--- config.mk ---
export PLATFORM = sky130hd
export DESIGN_NAME = irq_ack_timer
export DESIGN_NICKNAME = d
export VERILOG_FILES = /design/src/rtl/irq_ack_pkg.sv /design/src/rtl/irq_src_flags.sv /design/src/rtl/irq_pick.sv /design/src/rtl/irq_ack_seq.sv /design/src/rtl/irq_ack_timer.sv
export SDC_FILE = /design/constraint.sdc
export NUM_CORES = 1
export LEC_CHECK = 0
export ABC_AREA = 1
export ABC_CLOCK_PERIOD_IN_PS = 2300
export BUFFER_PORTS_ARGS = -buffer_cell sky130_fd_sc_hd__buf_2
export CAP_MARGIN = 20
export CORE_MARGIN = 2
export CORE_UTILIZATION = 45
export CTS_CLUSTER_DIAMETER = 80
export CTS_CLUSTER_SIZE = 24
export DETAILED_ROUTE_END_ITERATION = 10
export GPL_ROUTABILITY_DRIVEN = 0
export GPL_TIMING_DRIVEN = 0
export PLACE_DENSITY = 0.76
export SKIP_LAST_GASP = 1
export SYNTH_ARGS = -nofsm -noshare
export SYNTH_HDL_FRONTEND = slang
export SYNTH_SLANG_ARGS = --single-unit
--- constraint.sdc ---
create_clock -name clk -period 2.3 [get_ports clk]
set_input_delay 0.69 -clock clk [delete_from_list [all_inputs] [get_ports clk]]
set_output_delay 0.69 -clock clk [all_outputs]
set_load 0.02 [all_outputs]
--- src/rtl/irq_ack_pkg.sv ---
package irq_ack_pkg;

  typedef enum logic {
    PK_STATUS = 1'b0,
    PK_PC     = 1'b1
  } push_kind_e;

  localparam int STEP_PUSH_ST = 2;
  localparam int STEP_PUSH_PC = 3;

  function automatic int unsigned vec_of(input int unsigned base, input int unsigned step,
                                         input logic nmi, input int unsigned idx);
    return nmi ? base : base + (idx + 1) * step;
  endfunction

endpackage

--- src/rtl/irq_src_flags.sv ---
module irq_src_flags #(
  parameter int NSRC = 4,
  localparam int SRC_W = (NSRC > 1) ? $clog2(NSRC) : 1
) (
  input  logic             clk,
  input  logic             rst_n,
  input  logic [NSRC-1:0]  irq_set,
  input  logic [NSRC-1:0]  irq_mask,
  input  logic             nmi_set,
  input  logic             int_en,
  input  logic             clr,
  input  logic             clr_nmi,
  input  logic [SRC_W-1:0] clr_idx,
  output logic [NSRC-1:0]  irq_pend,
  output logic             nmi_pend,
  output logic [NSRC-1:0]  cand_irq,
  output logic             cand_nmi
);

  for (genvar g = 0; g < NSRC; g++) begin : g_src
    logic pend_r;
    logic prev_r;
    logic elig;

    assign elig = pend_r && !irq_mask[g] && int_en;

    always_ff @(posedge clk) begin
      if (!rst_n) begin
        pend_r <= 1'b0;
        prev_r <= 1'b0;
      end else begin
        if (irq_set[g])
          pend_r <= 1'b1;
        else if (clr && !clr_nmi && clr_idx == SRC_W'(g))
          pend_r <= 1'b0;
        prev_r <= elig;
      end
    end

    assign irq_pend[g] = pend_r;
    assign cand_irq[g] = elig && prev_r;
  end

  logic nmi_r;
  logic nmi_prev;

  always_ff @(posedge clk) begin
    if (!rst_n) begin
      nmi_r    <= 1'b0;
      nmi_prev <= 1'b0;
    end else begin
      if (nmi_set)
        nmi_r <= 1'b1;
      else if (clr && clr_nmi)
        nmi_r <= 1'b0;
      nmi_prev <= nmi_r;
    end
  end

  assign nmi_pend = nmi_r;
  assign cand_nmi = nmi_r && nmi_prev;

endmodule

--- src/rtl/irq_pick.sv ---
module irq_pick #(
  parameter int NSRC = 4,
  localparam int SRC_W = (NSRC > 1) ? $clog2(NSRC) : 1
) (
  input  logic [NSRC-1:0]  cand,
  output logic             found,
  output logic [SRC_W-1:0] idx
);

  always_comb begin
    found = |cand;
    idx   = '0;
    for (int i = NSRC - 1; i >= 0; i--) begin
      if (cand[i]) idx = SRC_W'(i);
    end
  end

endmodule

--- src/rtl/irq_ack_seq.sv ---
module irq_ack_seq
  import irq_ack_pkg::*;
#(
  parameter int ACK_LEN  = 8,
  parameter int VEC_W    = 16,
  parameter int VEC_BASE = 4,
  parameter int VEC_STEP = 2,
  parameter int SRC_W    = 2,
  localparam int STEP_W  = $clog2(ACK_LEN)
) (
  input  logic             clk,
  input  logic             rst_n,
  input  logic             start,
  input  logic             start_nmi,
  input  logic [SRC_W-1:0] start_idx,
  input  logic             push_ready,
  output logic             stall,
  output logic             push_valid,
  output push_kind_e       push_kind,
  output logic             vec_load,
  output logic [VEC_W-1:0] vec_addr
);

  logic              busy_q;
  logic [STEP_W-1:0] step_q;
  logic              tgt_nmi_q;
  logic [SRC_W-1:0]  tgt_idx_q;
  logic              wait_push;
  logic              last_step;

  assign last_step  = (step_q == STEP_W'(ACK_LEN - 1));
  assign push_valid = busy_q && (step_q == STEP_W'(STEP_PUSH_ST) || step_q == STEP_W'(STEP_PUSH_PC));
  assign push_kind  = (step_q == STEP_W'(STEP_PUSH_PC)) ? PK_PC : PK_STATUS;
  assign wait_push  = push_valid && !push_ready;
  assign stall      = busy_q;
  assign vec_load   = busy_q && last_step;
  assign vec_addr   = vec_load
                    ? VEC_W'(vec_of(VEC_BASE, VEC_STEP, tgt_nmi_q, int'(tgt_idx_q)))
                    : '0;

  always_ff @(posedge clk) begin
    if (!rst_n) begin
      busy_q    <= 1'b0;
      step_q    <= '0;
      tgt_nmi_q <= 1'b0;
      tgt_idx_q <= '0;
    end else if (!busy_q) begin
      if (start) begin
        busy_q    <= 1'b1;
        step_q    <= '0;
        tgt_nmi_q <= start_nmi;
        tgt_idx_q <= start_idx;
      end
    end else if (!wait_push) begin
      if (last_step) busy_q <= 1'b0;
      else           step_q <= step_q + 1'b1;
    end
  end

endmodule

--- src/rtl/irq_ack_timer.sv ---
module irq_ack_timer
  import irq_ack_pkg::*;
#(
  parameter int NSRC     = 4,
  parameter int LEN_MIN  = 4,
  parameter int LEN_MAX  = 10,
  parameter int ACK_LEN  = 8,
  parameter int VEC_W    = 16,
  parameter int VEC_BASE = 4,
  parameter int VEC_STEP = 2,
  localparam int IDX_W   = $clog2(LEN_MAX + 1),
  localparam int SRC_W   = (NSRC > 1) ? $clog2(NSRC) : 1
) (
  input  logic             clk,
  input  logic             rst_n,
  input  logic [IDX_W-1:0] ex_idx,
  input  logic [IDX_W-1:0] ex_len,
  input  logic [NSRC-1:0]  irq_set,
  input  logic [NSRC-1:0]  irq_mask,
  input  logic             nmi_set,
  input  logic             flag_acc,
  input  logic             mask_acc,
  input  logic             ei_strobe,
  input  logic             push_ready,
  output logic             stall,
  output logic             push_valid,
  output logic             push_kind,
  output logic             vec_load,
  output logic [VEC_W-1:0] vec_addr,
  output logic             int_en,
  output logic [NSRC-1:0]  irq_pend,
  output logic             nmi_pend
);

  logic [NSRC-1:0]  cand_irq;
  logic             cand_nmi;
  logic             found;
  logic [SRC_W-1:0] pick_idx;
  logic             len_ok;
  logic             boundary;
  logic             take;
  logic             ie_q;
  push_kind_e       kind_w;

  assign len_ok   = (ex_len >= IDX_W'(LEN_MIN)) && (ex_len <= IDX_W'(LEN_MAX));
  assign boundary = len_ok && (ex_idx == ex_len) && !stall;
  assign take     = boundary && !(flag_acc || mask_acc) && (cand_nmi || found);

  always_ff @(posedge clk) begin
    if (!rst_n)         ie_q <= 1'b0;
    else if (take)      ie_q <= 1'b0;
    else if (ei_strobe) ie_q <= 1'b1;
  end

  assign int_en = ie_q;

  irq_src_flags #(.NSRC(NSRC)) u_flags (
    .clk      (clk),
    .rst_n    (rst_n),
    .irq_set  (irq_set),
    .irq_mask (irq_mask),
    .nmi_set  (nmi_set),
    .int_en   (ie_q),
    .clr      (take),
    .clr_nmi  (cand_nmi),
    .clr_idx  (pick_idx),
    .irq_pend (irq_pend),
    .nmi_pend (nmi_pend),
    .cand_irq (cand_irq),
    .cand_nmi (cand_nmi)
  );

  irq_pick #(.NSRC(NSRC)) u_pick (
    .cand  (cand_irq),
    .found (found),
    .idx   (pick_idx)
  );

  irq_ack_seq #(
    .ACK_LEN  (ACK_LEN),
    .VEC_W    (VEC_W),
    .VEC_BASE (VEC_BASE),
    .VEC_STEP (VEC_STEP),
    .SRC_W    (SRC_W)
  ) u_seq (
    .clk        (clk),
    .rst_n      (rst_n),
    .start      (take),
    .start_nmi  (cand_nmi),
    .start_idx  (pick_idx),
    .push_ready (push_ready),
    .stall      (stall),
    .push_valid (push_valid),
    .push_kind  (kind_w),
    .vec_load   (vec_load),
    .vec_addr   (vec_addr)
  );

  assign push_kind = (kind_w == PK_PC);

endmodule

# After elaboration in Yosys (flattened, before gate mapping)
# Cells that the tools add are included.
# word_totals
reg_bits	18
latch_bits	0
ram_bits	0
rom_bits	0
input_bits	23
output_inout_bits	26
n_memories	0
# classes
n_addsub	3
n_mul	0
div_mod_pow	0
n_lt_le_gt_ge	2
n_eq_ne	9
shifts	0
n_mux	25
bitwise	2
n_reduce_logical	49
# op_table
operator	count
$mux 16	2
$logic_and 1x1->1	27
$add 3x16->16 const A	1
$mux 1	15
$mux 3	4
$reduce_bool 2->1	6
$logic_not 1->1	8
$mux 2	4
$eq 3x2->1 const B	2
$eq 2x2->1 const B	2
$eq 4x4->1	1
$ge 4x3->1 const B	1
$le 4x4->1 const B	1
$ne 2x2->1 const B	2
$reduce_or 4->1	1
$add 2x1->3 const B	1
$add 3x1->3 const B	1
$eq 3x3->1 const B	1
$logic_or 1x1->1	3
$reduce_and 3->1	1
$eq 2x1->1 const B	1
$logic_not 2->1	1
$not 1->1	2
$reduce_and 2->1	1
$reduce_or 2->1	1

# Depth between registers and ports, before layout
# Gate-level depths: netlist of the first run.
# logic_depth
ltp_word	12
ltp_mapped	11

# Cells and area by module
# From an unflattened synthesis of the first run, not the netlist that was laid out.
# unflattened
cells_unflattened	174
hier_area_um2	1146.1
# modules_own_cells
module	n_inst	cells_per_inst	area_per_inst_um2	seq_area_each_um2
irq_ack_seq	1	73	519.2	140.1
irq_src_flags	1	63	442.9	200.2
irq_ack_timer	1	29	137.6	20.0
irq_pick	1	9	46.3	0.0

# Worst setup path after synthesis of the first run
# No wires, ideal clock.
# synth_timing
path_type	flip-flop to output port
startpoint	register u_seq.step_q[1]
endpoint	output vec_addr[1]
arrival_time_ps	1240
required_time_ps	1610
slack_ps	370
path_stages_with_launch	5
n_path_buf	0
cell_sequence	dfxtp_1 ha_1 ha_1 nand2_1 nor3_1
# synth_between
elab_chain_len	3
# synth_rtl
item	line_no	source
start, declared	irq_ack_seq.sv:25	logic [STEP_W-1:0] step_q;
start signal, assigned	irq_ack_seq.sv:56	else step_q <= step_q + 1'b1;
$eq 3x3->1	irq_ack_seq.sv:31	assign last_step = (step_q == STEP_W'(ACK_LEN - 1));
$logic_and 1x1->1	irq_ack_seq.sv:36	assign vec_load = busy_q && last_step;
$mux 16	irq_ack_seq.sv:38	? VEC_W'(vec_of(VEC_BASE, VEC_STEP, tgt_nmi_q, int'(tgt_idx_q)))
end, declared	irq_ack_timer.sv:29	output logic [VEC_W-1:0] vec_addr,
# Every way passes these cells.

# Worst setup path in the final report of the first run
# layout_timing
startpoint	register u_seq.step_q[1]
endpoint	output vec_addr[3]
# The elaborated chain is that of the path after synthesis.

==> impl_metrics.py, run 1 <==
metrics = {
    "detailed_routing": {
        "drt_iter0_drc": 12,
        "wl_per_cell_microns": 8.34,
        "detail-route-antenna-nets": 0,
        "vias": 1046,
        "drtPass1Iterations": 5,
        "routed_wl_microns": 2040,
        "via_per_inst": 4.29,
        "drc": 0,
    },
    "sta": {
        "fin_tns_setup_ps": 0,
        "max_freq_ghz": 0.458,
        "finalCritPeriodShare_pct": 94.9,
        "rsz0062_at_grt": "no",
        "period_needed_ps": 2180,
        "finalMaxSlewViolations": 0,
        "setup_violations": 0,
        "hold_viol": 0,
        "finClkSkew_ps": 8.73,
    },
    "logic_synthesis": {
        "yosysMostFrequentCell": "inv_1",
        "yosysSeqAreaShare_pct": 30.3,
        "ys.flop_type": "dfxtp_1",
        "synth-edff-count": 0,
        "ys_top_cells_by_count": "inv_1 (32), nand2_1 (29), dfxtp_1 (18), buf_4 (16), nor2_1 (11)",
        "ys_types": 28,
        "synth_largest_area_cell": "dfxtp_1",
        "avgSynthCellArea_sq_um": 7.30,
        "yosysWarnings": 0,
        "ys_ff_latch": 18,
        "synthArstFlopShare_pct": 0,
        "synth_cells": 163,
        "synthTopCellsByArea": "dfxtp_1 (30%), buf_4 (10%), inv_1 (10%), nand2_1 (9.1%), ha_1 (6.3%)",
        "syn_area_sq_um": 1190,
        "synth_top_area_share_pct": 30.3,
    },
    "global_route": {
        "grtUsageTotal_pct": 13.6,
        "overflow": 0,
        "grt_pass1_wl_microns": 3550,
        "grt_pass1_vias": 910,
        "grt_max_degree": 11,
        "grt_antenna_before_repair": 0,
    },
    "setup_path": {
        "crit_type": "reg -> out",
        "arrival_ps": 1490,
        "endpoint_kind": "primary output",
        "cp.required_ps": 1610,
        "worstPathMaxFanout": 6,
        "r2r_cells": 10,
        "critPathLaunchType": "flip-flop",
    },
    "clock_tree": {
        "cts_buffers": 3,
        "h-tree-depth": 1,
        "post_cts_buffers": 0,
        "clk_pin_slew_ps": 90,
        "clkSinkCount": 18,
        "clockBufferDepth": 2,
        "post_cts_resized": 0,
        "ctsHoldBuffers": 0,
        "root_buffer": "clkbuf_4",
        "cts_tree": "done",
        "clock_latency_ps": 290,
    },
    "finish": {
        "n_fill_cell": 246,
        "nets": 244,
        "seqCellArea_sq_um": 360,
        "multi_input_area_sq_um": 619,
        "antenna_cells": 0,
        "drive_above_1_share_pct": 36.0,
        "syn2layout_area_growth_pct": 25.4,
    },
    "power_and_ir_drop": {
        "sequentialPowerShare_pct": 51.6,
        "switchingPower_uw": 170,
        "p_leak_nw": 0.890,
        "clkPwrFrac_pct": 29.2,
        "ir_worst_vdd_mv": 0.556,
        "powerDensity_nw_per_um2": 431,
        "p_int_uw": 473,
        "combPwrFrac_pct": 19.2,
        "swShare_pct": 26.5,
        "design_power_total_uw": 643,
    },
    "placed_design": {
        "dp_hpwl_microns": 1730,
        "numPortBuffers": 36,
    },
    "die": {
        "die_h_microns": 55.4,
        "ioPinCount": 49,
        "core_area_sq_um": 2500,
        "die_w_microns": 55.4,
        "start_util_pct": 47.6,
        "num_rows": 18,
        "dieArea_sq_um": 3070,
    },
    "min_path": {
        "hold_depth": 2,
        "min_path_type": "reg -> reg",
    },
    "job": {
        "drv_cap": 0,
    },
    "status": {
        "status": "finished clean",
    },
}
## cell type report
type | count | area share (%)
Timing Repair Buffer | 36 | 12.1
Inverter | 33 | 8.30
Buffer | 18 | 9.05
Sequential cell | 18 | 24.1
Multi-Input combinational cell | 105 | 41.5
Tap cell | 30 | 2.51
Clock buffer | 4 | 2.43
## flip-flops by register name, indices dropped and copies added (netlist names)
register and count:
u_flags.g_src.pend_r 4, u_flags.g_src.prev_r 4, u_seq.step_q 3, u_seq.tgt_idx_q 2
int_en 1, u_flags.nmi_pend 1, u_flags.nmi_prev 1, u_seq.stall 1
u_seq.tgt_nmi_q 1
## final timing paths
path	slack (ps)	endpoint	start
max	120	vec_addr[3]	u_seq.step_q[1]
max reg2reg	730	u_seq.step_q[1]	u_seq.step_q[1]
min	460	u_flags.nmi_prev	u_flags.nmi_pend
min reg2reg	460	u_flags.nmi_prev	u_flags.nmi_pend
## cell families after synthesis
group           share of synthesized area (%)
flops                                    30.3
compound gates                           10.5
simple gates                             30.8
fa+ha+maj                                6.31
buf+inv                                  21.8
other cells                             0.315
## per-stage QoR
stage / util [%] / std cells / setup WS (ps) / hold WS (ps) / instance area [sq um]
floorplan: - / 174 / 370 / 464 / 1230
global placement: 58.0 / 240 / 427 / 448 / 1450
detailed placement: 58.0 / 240 / 366 / 449 / 1450
CTS: 59.4 / 244 / 39.9 / 463 / 1490
global route: 59.7 / 244 / 45.8 / 499 / 1490
finish: 59.7 / 244 / 117 / 462 / 1490
## worst max-delay path, stage by stage, from the launching register on
cell     delay (ps)
dfxtp_1         380
ha_1            210
ha_1            190
nand2_2         110
nor3_1          150
buf_2           190
## layer usage
| layer | track usage (%) | routed length (microns) | vias to the layer above | part of all wire (%) |
|---|---|---|---|---|
| met1 | 17.6 | 990 | 441 | 49 |
| met5 | 0 | 0 | - | 0 |
| met4 | 2.09 | 14 | 0 | 0.69 |
| met3 | 3.75 | 105 | 2 | 5.2 |
| li1 | - | - | 578 | - |
| met2 | 23.1 | 925 | 25 | 45 |
## power groups by stage
| stage | clock network, mW | logic [mW] | registers (mW) |
|---|---|---|---|
| after floorplan | 0 | 0.0853 | 0.341 |
| after global placement | 0 | 0.122 | 0.338 |
| after detailed placement | 0 | 0.124 | 0.339 |
| after CTS | 0.196 | 0.124 | 0.331 |
| after global routing | 0.207 | 0.136 | 0.333 |
| final | 0.188 | 0.124 | 0.331 |
## cells in the final DEF, fill, tap and decap left out, types with 3 or more instances in the layout
master	count
a21oi_1	8
a21oi_2	3
buf_2	36
buf_4	16
clkbuf_4	3
conb_1	12
dfxtp_1	18
ha_1	6
inv_1	32
nand2_1	28
nand2_2	4
nand3_1	8
nor2_1	11
o21ai_0	5
No activity file was read; power rests on OpenSTA's default activity.
==> run 2, diff against run 1 <==
--- a/config.mk
+++ b/config.mk
@@ -10,13 +10,13 @@
 export BUFFER_PORTS_ARGS = -buffer_cell sky130_fd_sc_hd__buf_2
 export CAP_MARGIN = 20
 export CORE_MARGIN = 2
-export CORE_UTILIZATION = 45
+export CORE_UTILIZATION = 51
 export CTS_CLUSTER_DIAMETER = 80
 export CTS_CLUSTER_SIZE = 24
 export DETAILED_ROUTE_END_ITERATION = 10
 export GPL_ROUTABILITY_DRIVEN = 0
 export GPL_TIMING_DRIVEN = 0
-export PLACE_DENSITY = 0.76
+export PLACE_DENSITY = 0.84
 export SKIP_LAST_GASP = 1
 export SYNTH_ARGS = -nofsm -noshare
 export SYNTH_HDL_FRONTEND = slang
==> run 2 against run 1 <==
Sequential share of layout area is 0.35 points higher. Clock power shrank 21%. Total power down 6.1%. Sequential power is essentially flat. Register-to-register slack worse by 30 ps. Largest power group unchanged. Highest routed layer unchanged. Final cell count is 1.2% lower. Cell area decreased by 1.4%.
==> impl_metrics.py, run 2 (synthesis gave the netlist of run 1 again) <==
metrics = {
    "status": {
        "status": "finished clean",
    },
    "clock_tree": {
        "h-tree-depth": 1,
        "clock_latency_ps": 290,
        "clkSinkCount": 18,
        "cts_buffers": 3,
        "clockBufferDepth": 2,
        "clk_pin_slew_ps": 90,
        "ctsHoldBuffers": 0,
        "root_buffer": "clkbuf_4",
        "cts_tree": "done",
    },
    "die": {
        "core_area_sq_um": 2210,
        "die_w_microns": 52.3,
        "num_rows": 17,
        "ioPinCount": 49,
        "dieArea_sq_um": 2740,
        "die_h_microns": 52.3,
        "start_util_pct": 53.8,
    },
    "power_and_ir_drop": {
        "powerDensity_nw_per_um2": 410,
        "design_power_total_uw": 603,
        "switchingPower_uw": 166,
        "sequentialPowerShare_pct": 55.0,
        "ir_worst_vdd_mv": 0.405,
        "p_leak_nw": 0.878,
        "p_int_uw": 437,
        "swShare_pct": 27.6,
        "combPwrFrac_pct": 20.5,
        "clkPwrFrac_pct": 24.5,
    },
    "setup_path": {
        "critPathLaunchType": "flip-flop",
        "arrival_ps": 1450,
        "cp.required_ps": 1610,
        "worstPathMaxFanout": 6,
        "crit_type": "reg -> out",
        "endpoint_kind": "primary output",
    },
    "global_route": {
        "grt_max_degree": 11,
        "grt_pass1_wl_microns": 3730,
        "grt_antenna_before_repair": 0,
        "overflow": 0,
        "grtUsageTotal_pct": 18.1,
        "grt_pass1_vias": 1002,
    },
    "sta": {
        "rsz0062_at_grt": "no",
        "period_needed_ps": 2140,
        "setup_ws_ps": 164,
        "max_freq_ghz": 0.468,
        "finClkSkew_ps": 3.68,
        "fin_tns_setup_ps": 0,
        "finalCritPeriodShare_pct": 92.9,
        "finalMaxSlewViolations": 0,
        "setup_violations": 0,
        "hold_viol": 0,
    },
    "placed_design": {
        "dp_hpwl_microns": 1770,
        "dpl.cell_count": 238,
        "numPortBuffers": 36,
        "dp_slack_ps": 427,
    },
    "detailed_routing": {
        "detail-route-antenna-nets": 0,
        "via_per_inst": 4.42,
        "drt_iter0_drc": 13,
        "vias": 1066,
        "drtPass1Iterations": 4,
        "routed_wl_microns": 2080,
        "wl_per_cell_microns": 8.64,
        "drc": 0,
    },
    "finish": {
        "syn2layout_area_growth_pct": 23.7,
        "drive_above_1_share_pct": 35.2,
        "layout_commonest_cell": "buf_2",
        "antenna_cells": 0,
        "final_cell_mix": "buf_2 (36), inv_1 (32), nand2_1 (28)",
        "nets": 244,
        "largestRegisters": "u_flags.g_src.pend_r: 4 flops, u_flags.g_src.prev_r: 4 flops, u_seq.step_q: 3 flops",
        "stdcell_count": 241,
    },
    "min_path": {
        "min_path_type": "reg -> reg",
    },
    "job": {
        "drv_cap": 0,
    },
}
## run 2: cell types whose count changed in the layout (fill, tap and decap cells not counted), sizes merged
cell,delta
clkbuf,-1
## run 2: cell type report
class	count	area (sq um)
Clock buffer	3	22.5
Tap cell	28	35.0
Timing Repair Buffer	36	180
Buffer	18	135
Inverter	33	124
Sequential cell	18	360
Multi-Input combinational cell	105	614
Fill cell	207	741
## run 2: final timing paths
kind	from	endpoint	slack (ps)	depth (start not counted)
max	u_seq.step_q[1]	vec_addr[3]	160	5
min	u_flags.nmi_pend	u_flags.nmi_prev	480	2
max reg2reg	u_seq.step_q[1]	u_seq.step_q[1]	700	10
min reg2reg	u_flags.nmi_pend	u_flags.nmi_prev	480	2
## run 2: routing by layer
metal  share of wire [%]  wire length [microns]  up-vias  GRT usage (%)
li1                    -                      -      580              -
met2                  47                    981       31           31.3
met4                 1.3                     27        0           7.26
met5                   0                      0        -              0
met3                 6.7                    139        5           5.14
met1                  45                    935      450           20.7
## run 2: power groups by stage
| stage | Combinational [mW] | Clock [mW] | Sequential, mW |
|---|---|---|---|
| detailed placement | 0.124 | 0 | 0.339 |
| finish | 0.124 | 0.148 | 0.332 |
| global route | 0.137 | 0.161 | 0.334 |
| CTS | 0.124 | 0.152 | 0.332 |
| floorplan | 0.0853 | 0 | 0.341 |
| global placement | 0.122 | 0 | 0.338 |
## run 2: repair_timing
item                       CTS  global route
setup endpoints to repair    0             3
setup buffers                0             0
resized for setup            0             1
## run 2: worst max-delay path, cell delays in order (launching register included)
cell     delay, ps
dfxtp_1        370
ha_1           190
ha_1           180
nand2_2        100
nor3_1         140
buf_2          190
## run 2: stage by stage
stage	instance area [sq um]	hold slack (ps)	utilization, %
6_report	1470	478	66.5
5_1_grt	1470	530	66.5
4_1_cts	1470	477	66.4
3_5_place_dp	1450	463	65.4
3_3_place_gp	1450	447	65.4
2_1_floorplan	1230	464	-
==> run 3, diff against run 2 <==
--- a/config.mk
+++ b/config.mk
@@ -10,14 +10,15 @@
 export BUFFER_PORTS_ARGS = -buffer_cell sky130_fd_sc_hd__buf_2
 export CAP_MARGIN = 20
 export CORE_MARGIN = 2
-export CORE_UTILIZATION = 51
+export CORE_UTILIZATION = 50
 export CTS_CLUSTER_DIAMETER = 80
 export CTS_CLUSTER_SIZE = 24
 export DETAILED_ROUTE_END_ITERATION = 10
 export GPL_ROUTABILITY_DRIVEN = 0
 export GPL_TIMING_DRIVEN = 0
-export PLACE_DENSITY = 0.84
+export PLACE_DENSITY = 0.83
 export SKIP_LAST_GASP = 1
 export SYNTH_ARGS = -nofsm -noshare
 export SYNTH_HDL_FRONTEND = slang
+export SYNTH_HIERARCHICAL = 1
 export SYNTH_SLANG_ARGS = --single-unit
==> run 3 against run 2 <==
Via count increased by 0.47%. Cell area decreased by 2.2%. Largest cell class unchanged. Total power increased by 4.1%. Critical endpoint is now vec_addr[4]. Non-clock buffer count decreased by 2. Clock power increased by 29%. Fmax increased by 0.25%. Final cell count increased by 5.0%. Routed wire length decreased by 2.2%. Flip-flop and latch count unchanged. Largest power group unchanged. Global-route usage decreased by 0.76 points. Highest routed layer unchanged. Register-to-register slack got worse by 310 ps.
==> impl_metrics.py, run 3 <==
metrics = {
    "global_route": {
        "grt_pass1_wl_microns": 3370,
        "grtUsageTotal_pct": 17.3,
        "grt_pass1_vias": 856,
        "grt_antenna_before_repair": 0,
        "grt_max_degree": 11,
        "overflow": 0,
    },
    "placed_design": {
        "numPortBuffers": 36,
        "dp_slack_ps": 2.10,
        "placed_area_sq_um": 1400,
        "dp_hpwl_microns": 1660,
    },
    "setup_path": {
        "crit_path_top_delay_cell": "dfxtp_1",
        "endpoint_kind": "primary output",
        "critPathLaunchType": "flip-flop",
        "slowest_delay_ps": 370,
        "r2r-end": "u_seq/step_q[0]",
        "r2r_cells": 14,
        "rr_startpoint": "int_en",
        "cp.required_ps": 1610,
        "worstPathMaxFanout": 3,
        "crit_buf_inv": 3,
        "crit_family": "flip-flops",
        "r2r_setup_slack_ps": 390,
        "crit_type": "reg -> out",
        "path_cells": "inv_1 > ha_1 > inv_1 > nor2_1 > nand2_1 > nor2_1 > buf_2",
        "arrival_ps": 1440,
    },
    "logic_synthesis": {
        "syn_area_sq_um": 1150,
        "synthTopCellsByArea": "dfxtp_1 (31%), nand2_1 (11%), buf_4 (10%), inv_1 (10%), nor2_1 (8.2%)",
        "ys.flop_type": "dfxtp_1",
        "ys_types": 22,
        "ys_top_cells_by_count": "nand2_1 (35), inv_1 (31), nor2_1 (25), dfxtp_1 (18), buf_4 (16)",
        "avgSynthCellArea_sq_um": 6.59,
        "synthArstFlopShare_pct": 0,
        "synth-edff-count": 0,
        "yosysMostFrequentCell": "nand2_1",
        "synth_top_area_share_pct": 31.4,
        "synth_cells": 174,
        "yosysSeqAreaShare_pct": 31.4,
        "yosysWarnings": 6,
        "synth_largest_area_cell": "dfxtp_1",
        "ys_ff_latch": 18,
    },
    "finish": {
        "final_cell_mix": "buf_2 (36), nand2_1 (35), inv_1 (31)",
        "largestRegisters": "u_flags/g_src.pend_r: 4 flops, u_flags/g_src.prev_r: 4 flops, u_seq/step_q: 3 flops",
        "antenna_cells": 0,
        "design_area_sq_um": 1440,
        "layout.core_utilization_pct": 65.7,
        "nets": 255,
        "layout_commonest_cell": "buf_2",
        "syn2layout_area_growth_pct": 25.5,
        "drive_above_1_share_pct": 30.2,
    },
    "sta": {
        "setup_violations": 0,
        "setup_ws_ps": 170,
        "max_freq_ghz": 0.469,
        "hold_viol": 0,
        "fin_tns_setup_ps": 0,
        "period_needed_ps": 2130,
        "rsz0062_at_grt": "no",
        "finClkSkew_ps": 2.57,
        "finalCritPeriodShare_pct": 92.6,
        "finalMaxSlewViolations": 0,
    },
    "clock_tree": {
        "cts_tree": "done",
        "root_buffer": "clkbuf_4",
        "clk_pin_slew_ps": 100,
        "clockBufferDepth": 2,
        "clock_latency_ps": 290,
        "post_cts_resized": 0,
        "cts_buffers": 3,
        "ctsHoldBuffers": 0,
        "h-tree-depth": 1,
        "clkSinkCount": 18,
        "post_cts_buffers": 0,
    },
    "power_and_ir_drop": {
        "ir_worst_vdd_mv": 0.484,
        "p_leak_nw": 0.812,
        "design_power_total_uw": 628,
        "powerDensity_nw_per_um2": 437,
    },
    "detailed_routing": {
        "drc": 0,
        "drt_iter0_drc": 12,
        "vias": 1071,
        "drtPass1Iterations": 4,
        "wl_per_cell_microns": 8.06,
        "via_per_inst": 4.23,
        "detail-route-antenna-nets": 0,
        "routed_wl_microns": 2040,
    },
    "status": {
        "status": "finished clean",
    },
    "die": {
        "ioPinCount": 49,
        "core_area_sq_um": 2190,
        "die_w_microns": 51.9,
        "die_h_microns": 51.9,
        "num_rows": 17,
        "start_util_pct": 52.3,
        "dieArea_sq_um": 2690,
    },
    "min_path": {
        "min_path_type": "reg -> reg",
        "min_to": "u_flags/nmi_prev",
        "min_from": "u_flags/nmi_pend",
        "hold_depth": 2,
    },
    "job": {
        "drv_cap": 0,
    },
}
-- run 3: logic make-up after synthesis --
logic type      count (synthesis)  share of synthesized area, %
flops                          18                          31.4
compound gates                 19                          9.50
fa+ha+maj                       6                          6.55
buf+inv                        52                          22.3
other cells                     1                         0.327
simple gates                   78                          29.9
-- run 3: cell type report --
cell class / count / area (sq um)
Sequential cell: 18 / 360
Inverter: 36 / 135
Multi-Input combinational cell: 115 / 572
Fill cell: 211 / 752
Timing Repair Buffer: 36 / 180
Clock buffer: 4 / 36.3
Buffer: 16 / 120
Tap cell: 28 / 35.0
-- run 3: where the power goes --
part	internal, mW	switching, mW	leakage, nW	total [mW]
sequential	0.321	0.00753	0.147	0.329
clock	0.0965	0.0942	0.0210	0.191
combinational	0.0502	0.0583	0.644	0.109
-- run 3: how the worst max path moves through the flow --
stage | startpoint | to | slack, ps | cells past startpoint
floorplan | irq_mask[0] | u_seq/step_q[0] | 310 | 13
global placement | irq_mask[0] | u_flags/g_src[1].pend_r | 20 | 14
detailed placement | irq_mask[0] | u_flags/g_src[1].pend_r | 2 | 14
CTS | u_seq/tgt_idx_q[0] | vec_addr[4] | 140 | 7
global route | u_seq/step_q[1] | vec_addr[3] | 60 | 5
finish | u_seq/tgt_idx_q[0] | vec_addr[4] | 170 | 7
-- run 3: worst min-delay path: stages (launching register included) --
cell	delay, ps
dfxtp_1	340
nand2_1	60
inv_1	30
-- run 3: metrics by stage --
step	hold WS (ps)	std cells
after floorplan	451	185
after detailed placement	464	249
final	463	253
after CTS	470	253
after global placement	445	249
after global routing	488	253
-- run 3: metal layers --
layer	vias to the layer above	GRT usage (%)	share of wire [%]
met5	-	0	0
met4	0	9.21	2.0
met3	2	6.32	7.1
met2	32	29.3	48
met1	440	18.6	43
li1	597	-	-
